File: config.mk
export PLATFORM = sky130hd
export DESIGN_NAME = bht_sync_ram
export DESIGN_NICKNAME = d
export VERILOG_FILES = /design/src/rtl/bht_sync_pkg.sv /design/src/rtl/bht_sram_2r1w.sv /design/src/rtl/bht_init_sweep.sv /design/src/rtl/bht_upd_pipe.sv /design/src/rtl/bht_sync_ram.sv
export SDC_FILE = /design/constraint.sdc
export NUM_CORES = 1
export LEC_CHECK = 0
export CAP_MARGIN = 10
export CORE_ASPECT_RATIO = 0.7
export CORE_UTILIZATION = 30
export CTS_CLUSTER_SIZE = 8
export DETAILED_ROUTE_END_ITERATION = 6
export DONT_BUFFER_PORTS = 1
export HOLD_SLACK_MARGIN = 0.05
export PLACE_DENSITY_LB_ADDON = 0.08
export SLEW_MARGIN = 25
export SYNTH_ARGS = -nofsm -noshare
export SYNTH_HDL_FRONTEND = slang
export SYNTH_SLANG_ARGS = --single-unit
export TNS_END_PERCENT = 50
File: constraint.sdc
create_clock -name clk_i -period 10.3 [get_ports clk_i]
set_clock_uncertainty 0.1 [all_clocks]
set_input_delay 0.515 -clock clk_i [delete_from_list [all_inputs] [get_ports clk_i]]
set_output_delay 0.515 -clock clk_i [all_outputs]
set_load 0.01 [all_outputs]
File: src/rtl/bht_sync_pkg.sv
package bht_sync_pkg;

   // One table entry: valid flag above a 2-bit saturating counter.
   typedef struct packed {
      logic       vld;
      logic [1:0] ctr;
   } bht_entry_t;

   localparam int unsigned BHT_ENTRY_W = $bits(bht_entry_t);

   // Which copy of an entry feeds the prediction output.
   typedef enum logic [1:0] {
      SRC_RAM = 2'd0,
      SRC_AUX = 2'd1,
      SRC_UPD = 2'd2
   } bht_src_e;

   // Training rule: fresh entries start weak, trained ones saturate.
   function automatic bht_entry_t bht_train(bht_entry_t cur, logic taken);
      bht_entry_t nxt;
      nxt.vld = 1'b1;
      if (!cur.vld) begin
         nxt.ctr = taken ? 2'd2 : 2'd1;
      end else if (taken) begin
         nxt.ctr = (cur.ctr == 2'd3) ? 2'd3 : cur.ctr + 2'd1;
      end else begin
         nxt.ctr = (cur.ctr == 2'd0) ? 2'd0 : cur.ctr - 2'd1;
      end
      return nxt;
   endfunction

endpackage

File: src/rtl/bht_sram_2r1w.sv
// Behavioural synchronous RAM: NRD registered read ports, one write port.
// A read on the same edge as a write to the same word returns the old word.
module bht_sram_2r1w #(
   parameter int unsigned DEPTH = 64,
   parameter int unsigned WIDTH = 3,
   parameter int unsigned NRD   = 2,
   localparam int unsigned AW   = $clog2(DEPTH)
) (
   input  logic                      clk_i,
   input  logic                      we_i,
   input  logic [AW-1:0]             waddr_i,
   input  logic [WIDTH-1:0]          wdata_i,
   input  logic [NRD-1:0][AW-1:0]    raddr_i,
   output logic [NRD-1:0][WIDTH-1:0] rdata_o
);

   logic [WIDTH-1:0] mem_q [DEPTH];

   always_ff @(posedge clk_i) begin
      if (we_i) begin
         mem_q[waddr_i] <= wdata_i;
      end
   end

   for (genvar g = 0; g < NRD; g++) begin : g_rd
      logic [WIDTH-1:0] rd_q;
      always_ff @(posedge clk_i) begin
         rd_q <= mem_q[raddr_i[g]];
      end
      assign rdata_o[g] = rd_q;
   end

endmodule

File: src/rtl/bht_init_sweep.sv
// Post-reset clearing sequencer: one table index per cycle.
module bht_init_sweep #(
   parameter int unsigned DEPTH = 64,
   localparam int unsigned AW   = $clog2(DEPTH)
) (
   input  logic          clk_i,
   input  logic          rst_ni,
   output logic          we_o,
   output logic [AW-1:0] idx_o,
   output logic          done_o
);

   localparam logic [AW-1:0] LAST_IDX = AW'(DEPTH - 1);

   logic [AW-1:0] cnt_q;
   logic          busy_q;

   always_ff @(posedge clk_i or negedge rst_ni) begin
      if (!rst_ni) begin
         cnt_q  <= '0;
         busy_q <= 1'b1;
      end else if (busy_q) begin
         if (cnt_q == LAST_IDX) begin
            busy_q <= 1'b0;
         end else begin
            cnt_q <= cnt_q + 1'b1;
         end
      end
   end

   assign we_o   = busy_q;
   assign idx_o  = cnt_q;
   assign done_o = !busy_q;

endmodule

File: src/rtl/bht_upd_pipe.sv
// Read-modify-write for updates: the RAM read fires on the strobe edge, the
// trained entry is formed in the next cycle and written at the end of it.
module bht_upd_pipe
   import bht_sync_pkg::*;
#(
   parameter int unsigned IDX_W = 6
) (
   input  logic             clk_i,
   input  logic             rst_ni,
   input  logic             fire_i,
   input  logic [IDX_W-1:0] idx_i,
   input  logic             taken_i,
   input  bht_entry_t       ram_rd_i,
   output logic             wb_valid_o,
   output logic [IDX_W-1:0] wb_idx_o,
   output bht_entry_t       wb_entry_o,
   output logic             aux_valid_o,
   output logic [IDX_W-1:0] aux_idx_o,
   output bht_entry_t       aux_entry_o
);

   logic             s1_valid_q;
   logic [IDX_W-1:0] s1_idx_q;
   logic             s1_taken_q;
   logic             aux_valid_q;
   logic [IDX_W-1:0] aux_idx_q;
   bht_entry_t       aux_entry_q;
   bht_entry_t       base;
   bht_entry_t       trained;

   always_ff @(posedge clk_i or negedge rst_ni) begin
      if (!rst_ni) begin
         s1_valid_q <= 1'b0;
         s1_idx_q   <= '0;
         s1_taken_q <= 1'b0;
      end else begin
         s1_valid_q <= fire_i;
         s1_idx_q   <= idx_i;
         s1_taken_q <= taken_i;
      end
   end

   // The RAM read of this entry happened on the edge that wrote the previous
   // write-back, so a write to the same index is only seen through aux.
   always_comb begin
      base = ram_rd_i;
      if (aux_valid_q && (aux_idx_q == s1_idx_q)) begin
         base = aux_entry_q;
      end
      trained = bht_train(base, s1_taken_q);
   end

   always_ff @(posedge clk_i or negedge rst_ni) begin
      if (!rst_ni) begin
         aux_valid_q <= 1'b0;
         aux_idx_q   <= '0;
         aux_entry_q <= '0;
      end else if (s1_valid_q) begin
         aux_valid_q <= 1'b1;
         aux_idx_q   <= s1_idx_q;
         aux_entry_q <= trained;
      end
   end

   assign wb_valid_o  = s1_valid_q;
   assign wb_idx_o    = s1_idx_q;
   assign wb_entry_o  = trained;
   assign aux_valid_o = aux_valid_q;
   assign aux_idx_o   = aux_idx_q;
   assign aux_entry_o = aux_entry_q;

endmodule

File: src/rtl/bht_sync_ram.sv
module bht_sync_ram
   import bht_sync_pkg::*;
#(
   parameter int unsigned ADDR_W      = 32,
   parameter int unsigned NUM_ENTRIES = 64,
   parameter int unsigned ALIGN_LSB   = 1,
   localparam int unsigned IDX_W      = $clog2(NUM_ENTRIES)
) (
   input  logic              clk_i,
   input  logic              rst_ni,
   input  logic [ADDR_W-1:0] lookup_addr_i,
   output logic              pred_valid_o,
   output logic              pred_taken_o,
   input  logic              upd_valid_i,
   input  logic [ADDR_W-1:0] upd_addr_i,
   input  logic              upd_taken_i
);

   localparam int unsigned RD_LKP = 0;
   localparam int unsigned RD_UPD = 1;

   // Elaboration-time parameter checks.
   if (NUM_ENTRIES < 2 || (1 << IDX_W) != NUM_ENTRIES) begin : g_bad_depth
      initial $fatal(1, "NUM_ENTRIES must be a power of two, at least 2");
   end
   if (ALIGN_LSB + IDX_W > ADDR_W) begin : g_bad_index
      initial $fatal(1, "index field does not fit in ADDR_W");
   end

   logic [IDX_W-1:0] lkp_idx;
   logic [IDX_W-1:0] upd_idx;
   assign lkp_idx = lookup_addr_i[ALIGN_LSB +: IDX_W];
   assign upd_idx = upd_addr_i[ALIGN_LSB +: IDX_W];

   // Clearing sweep.
   logic             sweep_we;
   logic [IDX_W-1:0] sweep_idx;
   logic             sweep_done;

   bht_init_sweep #(.DEPTH(NUM_ENTRIES)) sweep_i (
      .clk_i  (clk_i),
      .rst_ni (rst_ni),
      .we_o   (sweep_we),
      .idx_o  (sweep_idx),
      .done_o (sweep_done)
   );

   // Update read-modify-write.
   logic                               upd_fire;
   logic [1:0][IDX_W-1:0]              rd_addr;
   logic [1:0][BHT_ENTRY_W-1:0]        rd_data;
   logic                               wb_valid;
   logic [IDX_W-1:0]                   wb_idx;
   bht_entry_t                         wb_entry;
   logic                               aux_valid;
   logic [IDX_W-1:0]                   aux_idx;
   bht_entry_t                         aux_entry;

   assign upd_fire = upd_valid_i && sweep_done;

   bht_upd_pipe #(.IDX_W(IDX_W)) upd_i (
      .clk_i       (clk_i),
      .rst_ni      (rst_ni),
      .fire_i      (upd_fire),
      .idx_i       (upd_idx),
      .taken_i     (upd_taken_i),
      .ram_rd_i    (bht_entry_t'(rd_data[RD_UPD])),
      .wb_valid_o  (wb_valid),
      .wb_idx_o    (wb_idx),
      .wb_entry_o  (wb_entry),
      .aux_valid_o (aux_valid),
      .aux_idx_o   (aux_idx),
      .aux_entry_o (aux_entry)
   );

   // Single write port, shared by the sweep and the update write-back.
   logic                   wr_en;
   logic [IDX_W-1:0]       wr_idx;
   bht_entry_t             wr_data;

   always_comb begin
      wr_en  = sweep_we || wb_valid;
      wr_idx = sweep_we ? sweep_idx : wb_idx;
      wr_data = sweep_we ? bht_entry_t'('0) : wb_entry;
   end

   assign rd_addr[RD_LKP] = lkp_idx;
   assign rd_addr[RD_UPD] = upd_idx;

   bht_sram_2r1w #(
      .DEPTH (NUM_ENTRIES),
      .WIDTH (BHT_ENTRY_W),
      .NRD   (2)
   ) ram_i (
      .clk_i   (clk_i),
      .we_i    (wr_en),
      .waddr_i (wr_idx),
      .wdata_i (wr_data),
      .raddr_i (rd_addr),
      .rdata_o (rd_data)
   );

   // Lookup stage: index and readiness registered alongside the RAM read.
   logic [IDX_W-1:0] lkp_idx_q;
   logic             lkp_ok_q;

   always_ff @(posedge clk_i or negedge rst_ni) begin
      if (!rst_ni) begin
         lkp_idx_q <= '0;
         lkp_ok_q  <= 1'b0;
      end else begin
         lkp_idx_q <= lkp_idx;
         lkp_ok_q  <= sweep_done;
      end
   end

   // Freshest copy by update age: same edge, one edge back, older.
   bht_src_e   pred_src;
   bht_entry_t pred_entry;

   always_comb begin
      if (wb_valid && (wb_idx == lkp_idx_q)) begin
         pred_src = SRC_UPD;
      end else if (aux_valid && (aux_idx == lkp_idx_q)) begin
         pred_src = SRC_AUX;
      end else begin
         pred_src = SRC_RAM;
      end
      unique case (pred_src)
         SRC_UPD: pred_entry = wb_entry;
         SRC_AUX: pred_entry = aux_entry;
         default: pred_entry = bht_entry_t'(rd_data[RD_LKP]);
      endcase
   end

   assign pred_valid_o = lkp_ok_q && pred_entry.vld;
   assign pred_taken_o = lkp_ok_q && pred_entry.vld && pred_entry.ctr[1];

endmodule

-- Word-level counts from Yosys, hierarchy flattened
Memories as Yosys holds them, arrays and structs flattened. A register that Yosys moved wholly into a read port is not among the register bits.
Cells that the tools add are included.
- bits of input ports: 68
- memories kept: 1
- logic and storage cells: 47
- bits in registers: 31
- memory bits (writable): 192
- output and inout bits: 2
- memory list (name ; depth ; bits a word ; rd ports ; clocked after memory_dff ; write ports ; line ; text):
    ram_i.mem_q ; 64 ; 3 ; 2 ; 2 ; 1 ; bht_sram_2r1w.sv:17 ; logic [WIDTH-1:0] mem_q [DEPTH];
- bitwise gates (word level): 1
- muxes and demuxes: 15
- equality and inequality tests: 7
- reductions and logical operators: 10
- add/subtract/negate cells: 3
- operators with widths (kind ; count):
    == test 6 bit ; 3
    2-to-1 mux 2 bit ; 6
    adder 6 x 1 -> 6 bit, second input constant ; 1
    == test 6 bit, second input constant ; 1
    logical AND 1 bit ; 6
    2-to-1 mux 3 bit ; 2
    2-to-1 mux 6 bit ; 1
    one-hot mux 3 bit (2 select lines) ; 1
    2-to-1 mux 1 bit ; 5
    == test 2 bit, second input constant ; 2
    adder 2 x 1 -> 2 bit, second input constant ; 1
    == test 2 x 1 -> 1 bit, second input constant ; 1
    logical NOT 2 bit ; 1
    AND reduction 2 bit ; 1
    subtractor 2 x 1 -> 2 bit, second input constant ; 1
    logical NOT 1 bit ; 1
    logical OR 1 bit ; 1
    inverter 1 bit ; 1

-- Depth between registers and ports, before layout
Gate-level depths: netlist of the first run.
- word-level depth: 10
- depth in mapped cells: 7
- gate-level depth less buffers: 6

-- Cells and area by module
Synthesis of the first run repeated with hierarchy kept, for this count alone.
- cell total of the unflattened synthesis: 691
- area total of the unflattened synthesis: 11023.1 sq um
- modules (own cells, without submodules) (module ; cells an instance ; area an instance (sq um) ; times used ; sequential area each (sq um)):
    bht_sram_2r1w ; 547 ; 9431.5 ; 1 ; 5885.6
    bht_upd_pipe ; 66 ; 773.2 ; 1 ; 425.4
    bht_sync_ram ; 48 ; 486.7 ; 1 ; 175.2
    bht_init_sweep ; 30 ; 331.6 ; 1 ; 176.4

-- Worst setup path before layout of the first run
OpenSTA, ideal clock, no wires.
- kind: register -> register
- start: register upd_i.s1_idx_q[1] (netlist: upd_i.wb_idx_o[1])
- end: memory ram_i.mem_q[0][0] (data pin)
- period minus slack after synthesis: 3.381 ns
- path buffers: 1
- arrival time: 2.781 ns
- stages on the path, launching flop included: 7
- slack: 6.919 ns
- required time: 9.701 ns
- setup time: 0.499 ns
- path through: dfrtp_1 clkbuf_1 xor2_1 nor3_1 and2_0 o21ai_0 nor2_1
- cells in the longest elaborated chain, start to end: 8
- elaborated cells on any way between the ends: 12
- those cells by class: add/sub (2); eq/ne (2); mux (6); reduce/logical (2)
- ends and longest elaborated chain (what ; line ; text):
    start: declaration ; bht_upd_pipe.sv:23 ; logic [IDX_W-1:0] s1_idx_q;
    start signal: assignment ; bht_upd_pipe.sv:38 ; s1_idx_q <= idx_i;
    == test 6 bit (*) ; bht_upd_pipe.sv:47 ; if (aux_valid_q && (aux_idx_q == s1_idx_q)) begin
    logical AND 1 bit (*) ; bht_upd_pipe.sv:47 ;
    2-to-1 mux 3 bit (*) ; bht_upd_pipe.sv:47 ;
    subtractor 2 x 1 -> 2 bit (tied with other cells) ; bht_sync_pkg.sv:27 ; nxt.ctr = (cur.ctr == 2'd0) ? 2'd0 : cur.ctr - 2'd1;
    2-to-1 mux 2 bit (on tied branches) ; bht_sync_pkg.sv:27, bht_sync_pkg.sv:25 ;
    2-to-1 mux 2 bit ; bht_sync_pkg.sv:24 ; end else if (taken) begin
    2-to-1 mux 2 bit (*) ; bht_sync_pkg.sv:22 ; if (!cur.vld) begin
    2-to-1 mux 3 bit (*) ; bht_sync_ram.sv:84 ; wr_data = sweep_we ? bht_entry_t'('0) : wb_entry;
    via ram_i.wdata_i[0] ; bht_sram_2r1w.sv:12 ; input logic [WIDTH-1:0] wdata_i,
    end: declaration ; bht_sram_2r1w.sv:17 ;
The timed path passes the listed nets; every way through them passes the cells marked *.

-- Worst setup path after layout of the first run
- start: register upd_i.s1_valid_q (netlist: upd_i.wb_valid_o)
- end: output port pred_taken_o
- cells in the longest elaborated chain, start to end: 6
- elaborated cells on any way between the ends: 7
- those cells by class: eq/ne (2); mux (2); reduce/logical (3)
- ends and longest elaborated chain (what ; line ; text):
    start: declaration ; bht_upd_pipe.sv:22 ; logic s1_valid_q;
    start signal: assignment ; bht_upd_pipe.sv:37 ; s1_valid_q <= fire_i;
    logical AND 1 bit (*) ; bht_sync_ram.sv:122 ; if (wb_valid && (wb_idx == lkp_idx_q)) begin
    2-to-1 mux 2 bit (*) ; bht_sync_ram.sv:122 ;
    == test 2 x 1 -> 1 bit / == test 2 bit (equally long branches) ; bht_sync_ram.sv:129 ; unique case (pred_src)
    one-hot mux 3 bit (2 select lines) (*) ; bht_sync_ram.sv:129 ;
    logical AND 1 bit ; bht_sync_ram.sv:137 ; assign pred_taken_o = lkp_ok_q && pred_entry.vld && pred_entry.ctr[1];
    logical AND 1 bit (*) ; bht_sync_ram.sv:137 ;
    end: declaration ; bht_sync_ram.sv:13 ; output logic pred_taken_o,
Every way passes the cells marked *; elsewhere a longest branch is shown, timed or not.

==> results by group, run 1 <==
GRT
  • GR Util All Layers: 0.169
  • Largest net degree at the start of global routing: 71
  • Initial antenna violation count: 0
  • Remaining global-route overflow: 0
  • First-pass GRT wire length: 42400 um
  • Vias in the first global route: 6223

Floorplan
  • Die height: 158 um
  • Core ar.: 0.0338 mm^2
  • Ports: 70
  • FP Rows: 56
  • Starting Density: 0.308
  • Die area: 0.0356 mm^2
  • Die X: 225 um

Route
  • Routed wire length: 29000 um
  • Highest metal layer with signal wires: met4
  • Metal2 WL: 12400 um
  • Drt via density: 5.25
  • Wire length on met1: 14600 um
  • DR pass1 iterations: 5
  • Wire per inst: 25.5 um
  • DRT iter0 DRCs: 543
  • Routed via count: 5976
  • DRC errors left: 0
  • Routed wl met3: 1510 um
  • Final ANT Viol Nets: 0

Synthesis
  • Flops & latches, synth: 228
  • Synth top area share: 0.552
  • Syn nets: 714
  • Avg Inst Size Synth: 16.2 um^2
  • Cell area after synthesis: 0.0104 mm^2
  • Post-synth EDFFs: 192
  • Number of synthesis warnings: 0
  • Unique masters post-synth: 53
  • Main area contributors after synthesis: edfxtp_1, mux4_2, dfrtp_1
  • Async S/R FF share, synth: 0.136
  • Register area share after synthesis: 0.636
  • Area leader, netlist: edfxtp_1
  • Synthesized netlist cell count: 645
  • Most used flip-flop cell after synthesis: edfxtp_1

Pwr
  • LEAKAGE: 4.04 nW
  • Pwr/cell area: 182 mW/mm^2
  • Tot Pwr: 2.18 mW
  • Peak supply drop: 111 uV

Cells and area
  • Multi-input logic area: 0.00358 mm^2
  • Post-layout util: 0.354
  • Filler cell count: 3186
  • Final instance area: 0.0120 mm^2
  • FF+latch area: 0.00664 mm^2
  • Area Overhead vs Synth: 14.8%
  • N_diodes: 0
  • Share of cells above drive strength 1: 0.199
  • Finished Layout Cells: 1138
  • Nets: 731

Placed design
  • Placer Congestion: 0.785
  • DP Worst Slack: 7.10 ns
  • DP Wirelength: 18200 um
  • Cell count after placement: 1074
  • Area after DPL: 0.0109 mm^2
  • IO Port Bufs: 0

Timing
  • Final count of hold timing violations: 0
  • Post-Route Setup TNS: 0 ns
  • Final hold slack: 0.0734 ns
  • Max Fclk: 0.319 GHz
  • Final min period: 3.13 ns
  • Final setup viols: 0
  • RSZ-0062 raised after global routing: false
  • Setup WS post-layout: 7.17 ns
  • Slew headroom: 0.489
  • Final Cycle Share: 0.304
  • Worst Tran Pin Value: 0.766 ns
  • Slew Limit Fails: 0

Clock tree
  • CTS tree: done
  • Clock tree buffer depth: 3
  • Worst skew pair latency: 0.51 ns
  • CTS H-tree depth: 2
  • Root Driver: clkbuf_16
  • Resized cells post-CTS: 0
  • TritonCTS Buffers: 34
  • Sink Count: 228
  • Clk slew on worst S/H paths: 0.05 ns

Job
  • Max-cap violations: 0

Critical path
  • Buf/Inv on CP: 0
  • Critical path's slowest cell: dfrtp_1
  • Worst Setup Path Type: flip-flop to output pin
  • Crit path required time: 9.69 ns
  • WP data arrival: 2.52 ns
  • Setup crit start kind: flip-flop
  • Max FO, Critical Path: 13
  • Largest stage delay, worst path: 0.67 ns
  • Worst path cell trace: nand4_1 -> nor4_1 -> o31ai_1 -> a211oi_1
  • Crit. End Element: output pin
  • Crit path max-delay family: simple AND/OR/NAND/NOR gates

Run status
  • Status: finished, final reports clean

Hold path
  • Type of the tightest min-delay check: input port to flip-flop
-- report_power, final --
part | internal, mW | switching (mW) | total (mW)
Combinational | 0.0540 | 0.0705 | 0.125
Sequential | 1.03 | 0.0119 | 1.04
Clock | 0.627 | 0.391 | 1.02
-- timing repair --
item | 4_1_cts | 5_1_grt
hold buffers | 16 | 0
endpoints found under the hold margin | 47 | 0
setup buffers | 0 | 0
-- cell type report --
| class | instances | area share |
|---|---|---|
| repair buffers | 19 | 0.0161 |
| inverters | 9 | 0.00282 |
| well taps | 464 | 0.0485 |
| multi-input cells | 370 | 0.299 |
| flip-flops and latches | 228 | 0.554 |
| clock inverters | 1 | 0.000731 |
| clock buffers | 47 | 0.0786 |
-- cell usage in the layout, fill, tap and decap left out, types with 11 or more instances in the layout --
| master | count |
|---|---|
| clkbuf_1 | 11 |
| clkbuf_16 | 36 |
| dfrtp_1 | 30 |
| dlygate4sd3_1 | 15 |
| edfxtp_1 | 192 |
| mux2_2 | 24 |
| mux4_1 | 13 |
| mux4_2 | 62 |
| nand2_1 | 35 |
| nor2_1 | 72 |
| o21ai_0 | 19 |
| o22ai_1 | 14 |
| xnor2_1 | 13 |
-- flip-flops by register name (all words and copies together), names as in the netlist --
name,count
upd_i.wb_idx_o,6
upd_i.aux_valid_o,1
upd_i.aux_idx_o,6
ram_i.g_rd.rd_q,5
ram_i.mem_q,192
upd_i.wb_valid_o,1
upd_i.aux_entry_o,2
lkp_ok_q,1
upd_i.s1_taken_q,1
lkp_idx_q,6
sweep_i.idx_o,6
sweep_i.we_o,1
-- synthesized netlist by cell type, types with 3 or more instances --
cell type / number
nand2b_1: 9
nor2b_1: 6
or2_2: 3
mux4_2: 62
a21oi_1: 5
a211oi_1: 7
buf_2: 10
nand4_1: 4
a21o_1: 6
o32ai_1: 3
a22o_1: 3
a31oi_1: 3
mux2_2: 24
buf_4: 3
nand2_1: 35
o31ai_1: 4
xor2_1: 9
edfxtp_1: 192
o21a_1: 3
dfxtp_1: 5
o21ai_0: 19
buf_1: 3
xnor2_1: 13
nor3_1: 5
inv_1: 9
o221ai_1: 7
mux4_1: 13
nand3_1: 8
mux2i_1: 6
clkbuf_1: 19
a221oi_1: 3
dfrtp_1: 30
o22ai_1: 14
nor2_1: 74
-- per-layer routing --
layer	vias up	GRT usage
met5	-	0
met2	160	0.248
met3	42	0.0316
li1	2609	-
met1	3165	0.255
met4	0	0.0466
-- cells by family (layout without fill, tap and decap cells) --
| kind of cell | after synthesis | count (layout) | share of synthesized area |
|---|---|---|---|
| multiplexers | 105 | 105 | 0.198 |
| AO/OA/AOI/OAI | 89 | 89 | 0.0591 |
| flip-flops | 228 | 228 | 0.636 |
| XOR/XNOR | 22 | 22 | 0.0185 |
| adder cells (fa/ha/maj) | 1 | 1 | 0.00120 |
| AND/OR/NAND/NOR | 153 | 153 | 0.0646 |
| buffers and inverters | 47 | 76 | 0.0222 |
-- worst paths after layout --
path / endpoint / cells after the start / slack [ns] / from
max: pred_taken_o / 4 / 7.17 / upd_i.wb_valid_o$_DFF_PN0_
min: ram_i.g_rd[0].rd_q[1]$_DFF_P_ / 2 / 0.07 / lookup_addr_i[6]
max in group asynchronous: sweep_i.we_o$_DFF_PN1_ / 2 / 9.48 / rst_ni
min in group asynchronous: sweep_i.idx_o[4]$_DFFE_PN0P_ / 2 / 0.36 / rst_ni
max reg2reg: ram_i.mem_q[43][0]$_DFFE_PP_ / 6 / 7.18 / sweep_i.we_o$_DFF_PN1_
min reg2reg: upd_i.aux_valid_o$_DFFE_PN0P_ / 1 / 0.39 / upd_i.aux_valid_o$_DFFE_PN0P_
Power figures use the tool's default switching activity.
==> run 2: changes to the inputs <==
==> constraint.sdc (replaced) <==
create_clock -name clk_i -period 2.9 [get_ports clk_i]
set_clock_uncertainty 0.1 [all_clocks]
set_input_delay 0.145 -clock clk_i [delete_from_list [all_inputs] [get_ports clk_i]]
set_output_delay 0.145 -clock clk_i [all_outputs]
set_load 0.01 [all_outputs]
==> run 2 against run 1 <==
Effect of this change: via count up 1.6%; sequential power rose to 3.5 times the previous value; clock power rose to 3.6 times the previous value; wire length up 5.8%; global-route usage increased by 1.3 points; largest power group is now the clock network.
==> results by group, run 2 (synthesized netlist as in run 1, its figures left out) <==
Route
  • Routed wire length: 30700 um (was 29000 um)
  • Wire per inst: 26.6 um (was 25.5 um)
  • DR pass1 iterations: 4 (was 5)
  • Final ANT Viol Nets: 0 (unchanged)
  • DRT iter0 DRCs: 395 (was 543)
  • Routed via count: 6070 (was 5976)
  • Drt via density: 5.26 (was 5.25)
  • DRC errors left: 0 (unchanged)

Clock tree
  • Clock tree buffer depth: 3 (unchanged)
  • Hold Buf Count CTS: 19 (was 16)
  • TritonCTS Buffers: 34 (unchanged)
  • Worst skew pair latency: 0.51 ns (about the same)
  • Sink Count: 228 (unchanged)
  • CTS tree: done (unchanged)
  • Root Driver: clkbuf_16 (unchanged)
  • CTS H-tree depth: 2 (unchanged)
  • Clk slew on worst S/H paths: 0.06 ns (was 0.05 ns)
  • Resized cells post-CTS: 0 (unchanged)
  • Post-CTS setup buffer count: 0 (unchanged)

Critical path
  • Crit path required time: 2.65 ns (was 9.69 ns)
  • Setup crit start kind: flip-flop (unchanged)
  • Max FO, Critical Path: 9 (was 13)
  • Reg2reg setup slack: 0.33 ns (was 7.18 ns)
  • Worst Setup Path Type: flip-flop to output pin (unchanged)
  • WP data arrival: 2.48 ns (was 2.52 ns)
  • Crit. End Element: output pin (unchanged)

Cells and area
  • Max reg flops: 192 (unchanged)
  • Biggest register: ram_i.mem_q (unchanged)
  • Nets: 747 (was 731)
  • Highest-count cells in the layout ignoring fill and taps: edfxtp_1, nor2_1, mux4_2, clkbuf_16, nand2_1 (unchanged)
  • Commonest non-fill, non-tap cell in the layout: edfxtp_1 (unchanged)
  • Share of cells above drive strength 1: 0.216 (was 0.199)
  • Area Overhead vs Synth: 16.7% (was 14.8%)

Timing
  • Final min period: 2.73 ns
  • Slew Limit Fails: 0 (unchanged)
  • RSZ-0062 raised after global routing: false (unchanged)
  • Post-Route Setup TNS: 0 ns (unchanged)
  • Slew headroom: 0.385 (was 0.489)
  • Worst Tran Pin Value: 0.920 ns (was 0.766 ns)
  • Max Fclk: 0.367 GHz
  • Final hold slack: 0.0859 ns (was 0.0734 ns)
  • Final setup viols: 0 (unchanged)
  • Final count of hold timing violations: 0 (unchanged)
  • Final Cycle Share: 0.941

Pwr
  • Tot Pwr: 7.91 mW (was 2.18 mW)
  • Pwr/cell area: 650 mW/mm^2 (was 182 mW/mm^2)
  • LEAKAGE: 4.15 nW (was 4.04 nW)
  • Peak supply drop: 318 uV (was 111 uV)

Hold path
  • Type of the tightest min-delay check: input port to flip-flop (unchanged)

Placed design
  • DP Wirelength: 18700 um (was 18200 um)
  • Placer Congestion: 0.785 (about the same)
  • IO Port Bufs: 0 (unchanged)

Floorplan
  • Die X: 225 um (unchanged)
  • Die area: 0.0356 mm^2 (unchanged)
  • Core ar.: 0.0338 mm^2 (unchanged)
  • FP Rows: 56 (unchanged)
  • Ports: 70 (unchanged)
  • Starting Density: 0.308 (unchanged)
  • Die height: 158 um (unchanged)

GRT
  • First-pass GRT wire length: 45300 um (was 42400 um)
  • Remaining global-route overflow: 0 (unchanged)
  • Largest net degree at the start of global routing: 65 (was 71)
  • Vias in the first global route: 6408 (was 6223)
  • GR Util All Layers: 0.183 (was 0.169)
  • Initial antenna violation count: 2 (was 0)

Job
  • Max-cap violations: 0 (unchanged)

Run status
  • Status: finished, final reports clean (unchanged)
[run 2: final cells by class]
| cell class | count | area (um^2) |
|---|---|---|
| Fill cell | 3185 | 21700 |
| Sequential cell | 228 | 6640 |
| Multi-Input combinational cell | 370 | 3580 |
| Clock buffer | 48 | 988 |
| Tap cell | 464 | 581 |
| Timing Repair Buffer | 35 | 355 |
| Inverter | 9 | 33.8 |
| Antenna cell | 1 | 2.50 |
[run 2: power by group]
| group | leakage [nW] | total [mW] | switching (mW) | internal, mW |
|---|---|---|---|---|
| logic | 1.36 | 0.500 | 0.285 | 0.215 |
| registers | 2.31 | 3.69 | 0.0429 | 3.65 |
| clock network | 0.480 | 3.72 | 1.39 | 2.33 |
| total | 4.15 | 7.91 | 1.72 | 6.19 |
[run 2: critical path, cell delays in order (launching register included)]
cell,delay [ns]
dfrtp_1,0.59
xnor2_1,0.17
nand4_1,0.13
nor4_1,0.45
o31ai_1,0.17
a211oi_1,0.46
[run 2: metrics by stage]
step                instances  utilization  area, um^2  setup slack [ns]
floorplan                 645            -       10400            -0.443
global placement         1087        0.324       11000             0.368
detailed placement       1087        0.324       11000             0.313
CTS                      1154        0.360       12200             0.147
global route             1154        0.360       12200            0.0203
finish                   1155        0.360       12200             0.172
[run 2: path summary, 6_finish.rpt]
kind,start,cells past startpoint,to
setup / recovery,upd_i.wb_idx_o[1]$_DFF_PN0_,5,pred_taken_o
min in group asynchronous,rst_ni,4,sweep_i.idx_o[1]$_DFFE_PN0P_
hold / removal,lookup_addr_i[5],4,ram_i.g_rd[0].rd_q[1]$_DFF_P_
hold reg to reg,upd_i.aux_valid_o$_DFFE_PN0P_,1,upd_i.aux_valid_o$_DFFE_PN0P_
setup reg to reg,sweep_i.we_o$_DFF_PN1_,4,ram_i.mem_q[22][0]$_DFFE_PP_
max in group asynchronous,rst_ni,4,lkp_idx_q[3]$_DFF_PN0_
[run 2: layer usage]
metal | track usage | part of all wire | vias up
met4 | 0.0502 | 0.017 | 0
met2 | 0.262 | 0.42 | 160
met5 | 0 | 0 | -
met1 | 0.273 | 0.51 | 3211
met3 | 0.0442 | 0.055 | 40
li1 | - | - | 2659
